**config.mk**
```make
export PLATFORM = sky130hd
export DESIGN_NAME = ckbd_condition_seq
export DESIGN_NICKNAME = d
export VERILOG_FILES = /design/src/rtl/ckbd_pkg.sv /design/src/rtl/ckbd_ctrl.sv /design/src/rtl/ckbd_dpath.sv /design/src/rtl/ckbd_condition_seq.sv
export SDC_FILE = /design/constraint.sdc
export NUM_CORES = 1
export LEC_CHECK = 0
export ABC_AREA = 1
export BUFFER_PORTS_ARGS = -buffer_cell sky130_fd_sc_hd__buf_2
export CAP_MARGIN = 20
export CORE_ASPECT_RATIO = 0.5
export CORE_MARGIN = 2
export CORE_UTILIZATION = 36
export DETAILED_ROUTE_END_ITERATION = 8
export PLACE_DENSITY_LB_ADDON = 0.12
export SYNTH_ARGS = -nofsm -noshare
export SYNTH_HDL_FRONTEND = slang
export SYNTH_SLANG_ARGS = --single-unit
```
**constraint.sdc**
```tcl
create_clock -name clk -period 2.2 [get_ports clk]
set_input_delay 0 -clock clk [delete_from_list [all_inputs] [get_ports clk]]
set_output_delay 0 -clock clk [all_outputs]
set_load 0.02 [all_outputs]
```
**src/rtl/ckbd_pkg.sv**
```systemverilog
package ckbd_pkg;

  typedef enum logic [2:0] {
    ST_IDLE,
    ST_WRITE,
    ST_WAIT_WR,
    ST_VERIFY,
    ST_NEXT_PASS,
    ST_FINAL_WRITE,
    ST_DONE
  } seqState_e;

  // control-to-datapath strobes
  typedef struct packed {
    logic clrAll;    // restart: clear counters and results, load start phase
    logic addrInc;
    logic addrClr;
    logic waitClr;
    logic waitInc;
    logic passInc;   // count a finished fill and flip the phase
    logic setFinal;  // mark the closing fill
    logic wrEn;
    logic rdEn;
  } seqCtl_t;

  localparam logic [7:0] PAT_EVEN = 8'h55;
  localparam logic [7:0] PAT_ODD  = 8'hAA;

endpackage

```
**src/rtl/ckbd_ctrl.sv**
```systemverilog
module ckbd_ctrl
  import ckbd_pkg::*;
(
  input  logic    clk,
  input  logic    rstN,
  input  logic    start,
  input  logic    addrLast,
  input  logic    waitDone,
  input  logic    passLast,
  input  logic    finalFlag,
  output seqCtl_t ctl,
  output logic    busy,
  output logic    done
);

  seqState_e st, stNext;

  always_ff @(posedge clk or negedge rstN) begin
    if (!rstN) st <= ST_IDLE;
    else       st <= stNext;
  end

  always_comb begin
    ctl    = '0;
    stNext = st;
    case (st)
      ST_IDLE, ST_DONE: begin
        if (start) begin
          ctl.clrAll = 1'b1;
          stNext     = ST_WRITE;
        end
      end
      ST_WRITE: begin
        ctl.wrEn    = 1'b1;
        ctl.waitClr = 1'b1;
        stNext      = ST_WAIT_WR;
      end
      ST_WAIT_WR: begin
        if (waitDone) begin
          if (addrLast) begin
            ctl.addrClr = 1'b1;
            stNext      = ST_VERIFY;
          end else begin
            ctl.addrInc = 1'b1;
            stNext      = ST_WRITE;
          end
        end else begin
          ctl.waitInc = 1'b1;
        end
      end
      ST_VERIFY: begin
        ctl.rdEn = 1'b1;
        if (addrLast) begin
          ctl.addrClr = 1'b1;
          stNext      = ST_NEXT_PASS;
        end else begin
          ctl.addrInc = 1'b1;
        end
      end
      ST_NEXT_PASS: begin
        if (finalFlag) begin
          stNext = ST_DONE;
        end else begin
          ctl.passInc = 1'b1;
          stNext      = passLast ? ST_FINAL_WRITE : ST_WRITE;
        end
      end
      ST_FINAL_WRITE: begin
        ctl.setFinal = 1'b1;
        stNext       = ST_WRITE;
      end
      default: stNext = ST_IDLE;
    endcase
  end

  assign busy = (st != ST_IDLE) && (st != ST_DONE);
  assign done = (st == ST_DONE);

  AST_START_IGNORED_BUSY: assert property (@(posedge clk) disable iff (!rstN)
    busy |-> !ctl.clrAll) else $error("start accepted while busy");

  AST_DONE_HOLDS: assert property (@(posedge clk) disable iff (!rstN)
    (done && !start) |=> done) else $error("done dropped without start");

endmodule

```
**src/rtl/ckbd_dpath.sv**
```systemverilog
module ckbd_dpath
  import ckbd_pkg::*;
#(
  parameter int ADDR_W   = 17,
  parameter int NUM_PASS = 220,
  parameter int WAIT_CYC = 500000,
  parameter int ERR_W    = 16
) (
  input  logic              clk,
  input  logic              rstN,
  input  seqCtl_t           ctl,
  input  logic              startInv,
  input  logic [7:0]        memRdData,
  output logic [ADDR_W-1:0] addr,
  output logic [7:0]        wrData,
  output logic              addrLast,
  output logic              waitDone,
  output logic              passLast,
  output logic              finalFlag,
  output logic [ERR_W-1:0]  errCnt,
  output logic [ADDR_W-1:0] firstFailAddr,
  output logic [7:0]        firstFailData
);

  localparam int WAIT_W = $clog2(WAIT_CYC + 1);
  localparam int PASS_W = $clog2(NUM_PASS + 1);
  localparam logic [ERR_W-1:0] ERR_MAX = '1;

  logic [WAIT_W-1:0] waitCnt;
  logic [PASS_W-1:0] passCnt;
  logic              phase;
  logic              failSeen;
  logic              cmpValid;
  logic [ADDR_W-1:0] cmpAddr;
  logic [7:0]        cmpExp;
  logic              mismatch;

  assign addrLast = &addr;
  assign waitDone = (waitCnt == WAIT_W'(WAIT_CYC - 1));
  assign passLast = (passCnt == PASS_W'(NUM_PASS - 1));
  assign wrData   = (addr[0] ^ phase) ? PAT_ODD : PAT_EVEN;
  assign mismatch = cmpValid && (memRdData != cmpExp);

  // sequencing counters
  always_ff @(posedge clk or negedge rstN) begin
    if (!rstN) begin
      addr      <= '0;
      waitCnt   <= '0;
      passCnt   <= '0;
      phase     <= 1'b0;
      finalFlag <= 1'b0;
    end else if (ctl.clrAll) begin
      addr      <= '0;
      waitCnt   <= '0;
      passCnt   <= '0;
      phase     <= startInv;
      finalFlag <= 1'b0;
    end else begin
      if (ctl.addrClr)      addr <= '0;
      else if (ctl.addrInc) addr <= addr + 1'b1;
      if (ctl.waitClr)      waitCnt <= '0;
      else if (ctl.waitInc) waitCnt <= waitCnt + 1'b1;
      if (ctl.passInc) begin
        passCnt <= passCnt + 1'b1;
        phase   <= ~phase;
      end
      if (ctl.setFinal) finalFlag <= 1'b1;
    end
  end

  // read-back compare, one cycle behind the read strobe
  always_ff @(posedge clk or negedge rstN) begin
    if (!rstN) begin
      cmpValid      <= 1'b0;
      cmpAddr       <= '0;
      cmpExp        <= '0;
      errCnt        <= '0;
      failSeen      <= 1'b0;
      firstFailAddr <= '0;
      firstFailData <= '0;
    end else if (ctl.clrAll) begin
      cmpValid      <= 1'b0;
      errCnt        <= '0;
      failSeen      <= 1'b0;
      firstFailAddr <= '0;
      firstFailData <= '0;
    end else begin
      cmpValid <= ctl.rdEn;
      cmpAddr  <= addr;
      cmpExp   <= wrData;
      if (mismatch) begin
        if (errCnt != ERR_MAX) errCnt <= errCnt + 1'b1;
        if (!failSeen) begin
          failSeen      <= 1'b1;
          firstFailAddr <= cmpAddr;
          firstFailData <= memRdData;
        end
      end
    end
  end

  AST_ERR_SATURATE: assert property (@(posedge clk) disable iff (!rstN)
    (errCnt == ERR_MAX && !ctl.clrAll) |=> errCnt == ERR_MAX)
    else $error("error counter wrapped");

  AST_ERR_STEP: assert property (@(posedge clk) disable iff (!rstN)
    !ctl.clrAll |=> (errCnt == $past(errCnt)) || (errCnt == ERR_W'($past(errCnt) + 1'b1)))
    else $error("error counter jumped");

  AST_FIRST_FAIL_HOLD: assert property (@(posedge clk) disable iff (!rstN)
    (failSeen && !ctl.clrAll) |=> $stable(firstFailAddr) && $stable(firstFailData))
    else $error("first failure record changed");

  AST_WRITE_ONE_CYCLE: assert property (@(posedge clk) disable iff (!rstN)
    ctl.wrEn |=> !ctl.wrEn) else $error("write strobe longer than one cycle");

endmodule

```
**src/rtl/ckbd_condition_seq.sv**
```systemverilog
module ckbd_condition_seq
  import ckbd_pkg::*;
#(
  parameter int ADDR_W   = 17,
  parameter int NUM_PASS = 220,
  parameter int WAIT_CYC = 500000,
  parameter int ERR_W    = 16
) (
  input  logic              clk,
  input  logic              rstN,
  input  logic              start,
  input  logic              startInv,
  output logic              busy,
  output logic              done,
  output logic [ERR_W-1:0]  errCount,
  output logic [ADDR_W-1:0] firstFailAddr,
  output logic [7:0]        firstFailData,
  output logic [ADDR_W-1:0] memAddr,
  output logic [7:0]        memWrData,
  input  logic [7:0]        memRdData,
  output logic              memCe,
  output logic              memWe,
  output logic              memOe
);

  seqCtl_t ctl;
  logic    addrLast, waitDone, passLast, finalFlag;

  ckbd_ctrl u_ctrl (
    .clk       (clk),
    .rstN      (rstN),
    .start     (start),
    .addrLast  (addrLast),
    .waitDone  (waitDone),
    .passLast  (passLast),
    .finalFlag (finalFlag),
    .ctl       (ctl),
    .busy      (busy),
    .done      (done)
  );

  ckbd_dpath #(
    .ADDR_W   (ADDR_W),
    .NUM_PASS (NUM_PASS),
    .WAIT_CYC (WAIT_CYC),
    .ERR_W    (ERR_W)
  ) u_dpath (
    .clk           (clk),
    .rstN          (rstN),
    .ctl           (ctl),
    .startInv      (startInv),
    .memRdData     (memRdData),
    .addr          (memAddr),
    .wrData        (memWrData),
    .addrLast      (addrLast),
    .waitDone      (waitDone),
    .passLast      (passLast),
    .finalFlag     (finalFlag),
    .errCnt        (errCount),
    .firstFailAddr (firstFailAddr),
    .firstFailData (firstFailData)
  );

  assign memWe = ctl.wrEn;
  assign memOe = ctl.rdEn;
  assign memCe = ctl.wrEn | ctl.rdEn;

  AST_RW_EXCLUSIVE: assert property (@(posedge clk) disable iff (!rstN)
    !(memWe && memOe)) else $error("write and read strobes overlap");

endmodule

```
==> PnR_summary.wiki <==
{| class="wikitable"
! Metric !! Value
|-
| Status || complete, no violations
|-
| Post-synthesis sequential element count || 111
|-
| Synth area leaders || dfrtp_1 44%, nand2_1 16%, nand3_1 8.3%
|-
| TritonCTS Buffers || 9
|-
| DRC Markers || 0
|-
| Average cell area after synthesis || 7.54 µm²
|-
| # setup viols final || 0
|-
| Number of antenna violations at the first check in global routing || 0
|-
| Post-Syn Area || 0.00624 mm²
|-
| Cell area after layout || 0.00750 mm²
|-
| Worst-case clock skew || 12.4 ps
|-
| Pleak || 3.92 nW
|-
| Number of diodes added for antenna fixing || 0
|-
| Post-Syn Instances || 828
|-
| Max-cap violation count || 0
|-
| Number of global-route vias before repair || 5592
|-
| Peak ir drop on the vdd network || 0.340 mV
|-
| Clk sinks || 111
|-
| Final count of pins violating max slew || 0
|-
| Setup repair after global routing missed its margin || no
|-
| TNS Setup || 0 ps
|-
| HPWL reported at the end of detailed placement || 11500 µm
|-
| Die span in x || 190 µm
|-
| Iteration-0 DRC count of the detailed router || 282
|-
| Ratio of final minimum period to clock period || 0.923
|-
| Clock-pin slew of the registers on the worst-case setup and hold paths || 80 ps
|-
| Flop pwr share || 0.524
|-
| Post-synthesis net count || 846
|-
| Final Routed Wirelength || 16200 µm
|-
| Number of H-tree branching levels || 3
|-
| Relative slew slack || 0.584
|-
| Post-synthesis cell type with the largest combined area || dfrtp_1
|-
| Clock tree from TritonCTS || done
|-
| Wire length of the first global-routing pass || 28000 µm
|-
| Commonest cells in the netlist || 263 x nand2_1, 111 x dfrtp_1, 104 x nand3_1, 104 x nor2_1, 60 x inv_1
|-
| Cell Rows || 33
|-
| Total number of vias || 5663
|-
| Final RePlAce weighted congestion || 0.842
|-
| Number of input and output port buffers inserted || 82
|-
| Power Total || 3.98 mW
|-
| Startpoint-to-endpoint class of the critical path || flip-flop to flip-flop
|-
| Most used flip-flop cell after synthesis || dfrtp_1
|-
| CP required || 2450 ps
|-
| Dpl cell area || 0.00699 mm²
|-
| Critical path capture point type || flip-flop
|-
| Share of synthesized flip-flops with an asynchronous set or reset || 1.00
|-
| Power density of the placed cells || 531 mW/mm²
|-
| Switching power || 0.958 mW
|-
| Die area || 0.0185 mm²
|-
| Gr ovfl total || 0
|-
| Area of the multi-input gates || 0.00302 mm²
|-
| Sequential-to-total area share from yosys stat || 0.445
|-
| Relative contribution of combinational cells to total power || 0.046
|-
| Fin. Hold Viols || 0
|-
| Highest clock rate || 0.492 GHz
|-
| Share of layout cells above drive strength 1 || 0.196
|-
| Maximum number of pins on one net before global-route repair || 44
|-
| Vert. Die Dim || 97.1 µm
|-
| Post-synth EDFFs || 0
|-
| Flip-flop and latch area || 0.00278 mm²
|-
| Transition time at the pin with the least slew margin || 624 ps
|-
| Proportion of total power due to net switching || 0.241
|-
| Length of the first detailed-routing pass in iterations || 5
|-
| Maximum fanout count along the critical path || 16
|-
| Type of the most critical hold path || primary input to asynchronous set/reset pin
|-
| Initial Utilization || 0.374
|-
| Area added between synthesis and finish || 20.1%
|-
| Top-level I/O count || 83
|-
| Internal Power || 3.03 mW
|-
| Area of the core || 0.0167 mm²
|-
| CTS root buf || clkbuf_16
|-
| Cell with the most instances after synthesis || nand2_1
|-
| Fraction of power consumed by the clock network || 0.430
|-
| Count of distinct cell types in the synthesized netlist || 38
|-
| Number of antenna-violating nets in the routed design || 0
|-
| # nets final || 953
|-
| Total global-route track usage || 0.188
|-
| Number of warnings reported in the yosys synthesis log || 0
|-
| Critical path launch point type || flip-flop
|-
| Post-route minimum period || 2030 ps
|-
| Maximum clock path buffer count || 2
|-
| Fraction of post-synthesis cell area in the top cell type by area || 0.445
|-
| Via density per instance || 4.86
|-
| Hold slack || 187 ps
|-
| Number of inserted filler cells in the final layout || 1719
|-
| Data arrival time of the critical path || 2280 ps
|-
| Skew-Pair Late Insertion Delay || 360 ps
|-
| Post-DR wirelength/cell || 13.9 µm
|}
-- final cells by class --
class                      count  area share
clock buffer                   9      0.0300
multi-input combinational    615       0.403
clock inverter                 6      0.0100
sequential                   111       0.371
tap                          227      0.0379
timing repair buffer         132       0.114
inverter                      66      0.0334
-- cell usage in the layout, fill, tap and decap left out, types with 4 or more instances in the layout --
cell type      netlist  layout
a21oi_1             12      12
buf_2               12      81
buf_4               13      38
clkbuf_16            0       9
dfrtp_1            111     109
dlygate4sd3_1        0      10
inv_1               60      60
inv_2                6       5
nand2_1            263     262
nand2_2              3       4
nand3_1            104     103
nand4_1             12      12
nor2_1             104     102
nor2_4               3       5
nor3_1               9       9
o21ai_0             23      23
o21ai_1             14      14
o21ai_2             10      10
o21bai_1             4       4
xnor2_1              5       5
xor2_1              20      20
-- critical path: stages, from the launching register on --
cell	delay, ps
dfrtp_2	390
ha_4	150
nand2_2	80
nor2_4	120
nand3_2	90
nor4_4	190
ha_2	230
inv_1	60
nor2_4	110
nor3_2	60
nand2_2	90
inv_4	60
buf_12	150
nand2_1	80
o21ai_2	60
-- power groups by stage --
stage          sequential (mW)  clock, mW  combinational [mW]
4_1_cts                   2.09       1.77               0.189
3_3_place_gp              2.13          0               0.174
5_1_grt                   2.09       1.86               0.211
2_1_floorplan             2.14          0              0.0696
3_5_place_dp              2.13          0               0.175
6_report                  2.09       1.71               0.183
-- cell families (layout without fill, tap and decap cells) --
| kind of cell | after synthesis | count (layout) | synth area share |
|---|---|---|---|
| buffers and inverters | 102 | 213 | 0.0806 |
| adder cells (fa/ha/maj) | 6 | 6 | 0.0120 |
| flip-flops | 111 | 111 | 0.445 |
| XOR/XNOR | 25 | 25 | 0.0351 |
| AND/OR/NAND/NOR | 516 | 516 | 0.362 |
| AO/OA/AOI/OAI | 68 | 68 | 0.0655 |
-- state kept, by name (all words and copies together), names as in the netlist --
name and cells:
u_dpath.waitCnt 19, u_dpath.addr 17, u_dpath.cmpAddr 17, u_dpath.firstFailAddr 17, u_dpath.errCnt 16, u_dpath.firstFailData 8
u_dpath.passCnt 8, u_ctrl.st 3, u_dpath.cmpExp 2, u_dpath.cmpValid 1, u_dpath.failSeen 1, u_dpath.finalFlag 1
u_dpath.phase 1
-- worst paths after layout --
path	from	to	slack (ps)	cells past startpoint
min in group clk	start	u_ctrl.st[1]$_DFFE_PN0P_	190	5
worst min-delay path	rstN	u_dpath.addr[16]$_DFFE_PN0P_	190	2
worst max register to register	u_dpath.addr[0]$_DFFE_PN0P_	u_dpath.addr[5]$_DFFE_PN0P_	170	14
worst max-delay path	u_dpath.addr[0]$_DFFE_PN0P_	u_dpath.addr[5]$_DFFE_PN0P_	170	14
max in group asynchronous	rstN	u_dpath.errCnt[7]$_DFFE_PN0P_	1250	3
worst min register to register	u_dpath.cmpAddr[2]$_DFFE_PN0N_	u_dpath.firstFailAddr[2]$_DFFE_PN0P_	470	2
-- metal layers --
layer / routed length, µm / share of wire / track usage / up-vias
met3: 639 / 0.039 / 0.0368 / 7
met1: 7990 / 0.49 / 0.261 / 2693
met5: 0 / 0 / 0 / -
li1: - / - / - / 2858
met2: 7470 / 0.46 / 0.303 / 105
met4: 120 / 0.0074 / 0.0411 / 0
-- repair_timing --
action / CTS / global route
endpoints found under the hold margin: 49 / 0
endpoints found under the setup margin: 12 / 19
setup buffers: 3 / 1
cloned: 1 / 0
gates resized for setup: 6 / 5
pin swaps: 5 / 4
hold buffers: 10 / 0
-- per-stage QoR --
stage / worst slack (ps) / instances / util
finish: 169 / 1166 / 0.449
global route: 1.06 / 1166 / 0.449
CTS: 2.87 / 1165 / 0.448
detailed placement: 0.875 / 1136 / 0.419
global placement: 123 / 1136 / 0.419
floorplan: 6.71 / 828 / -
Power figures use the tool's default switching activity.
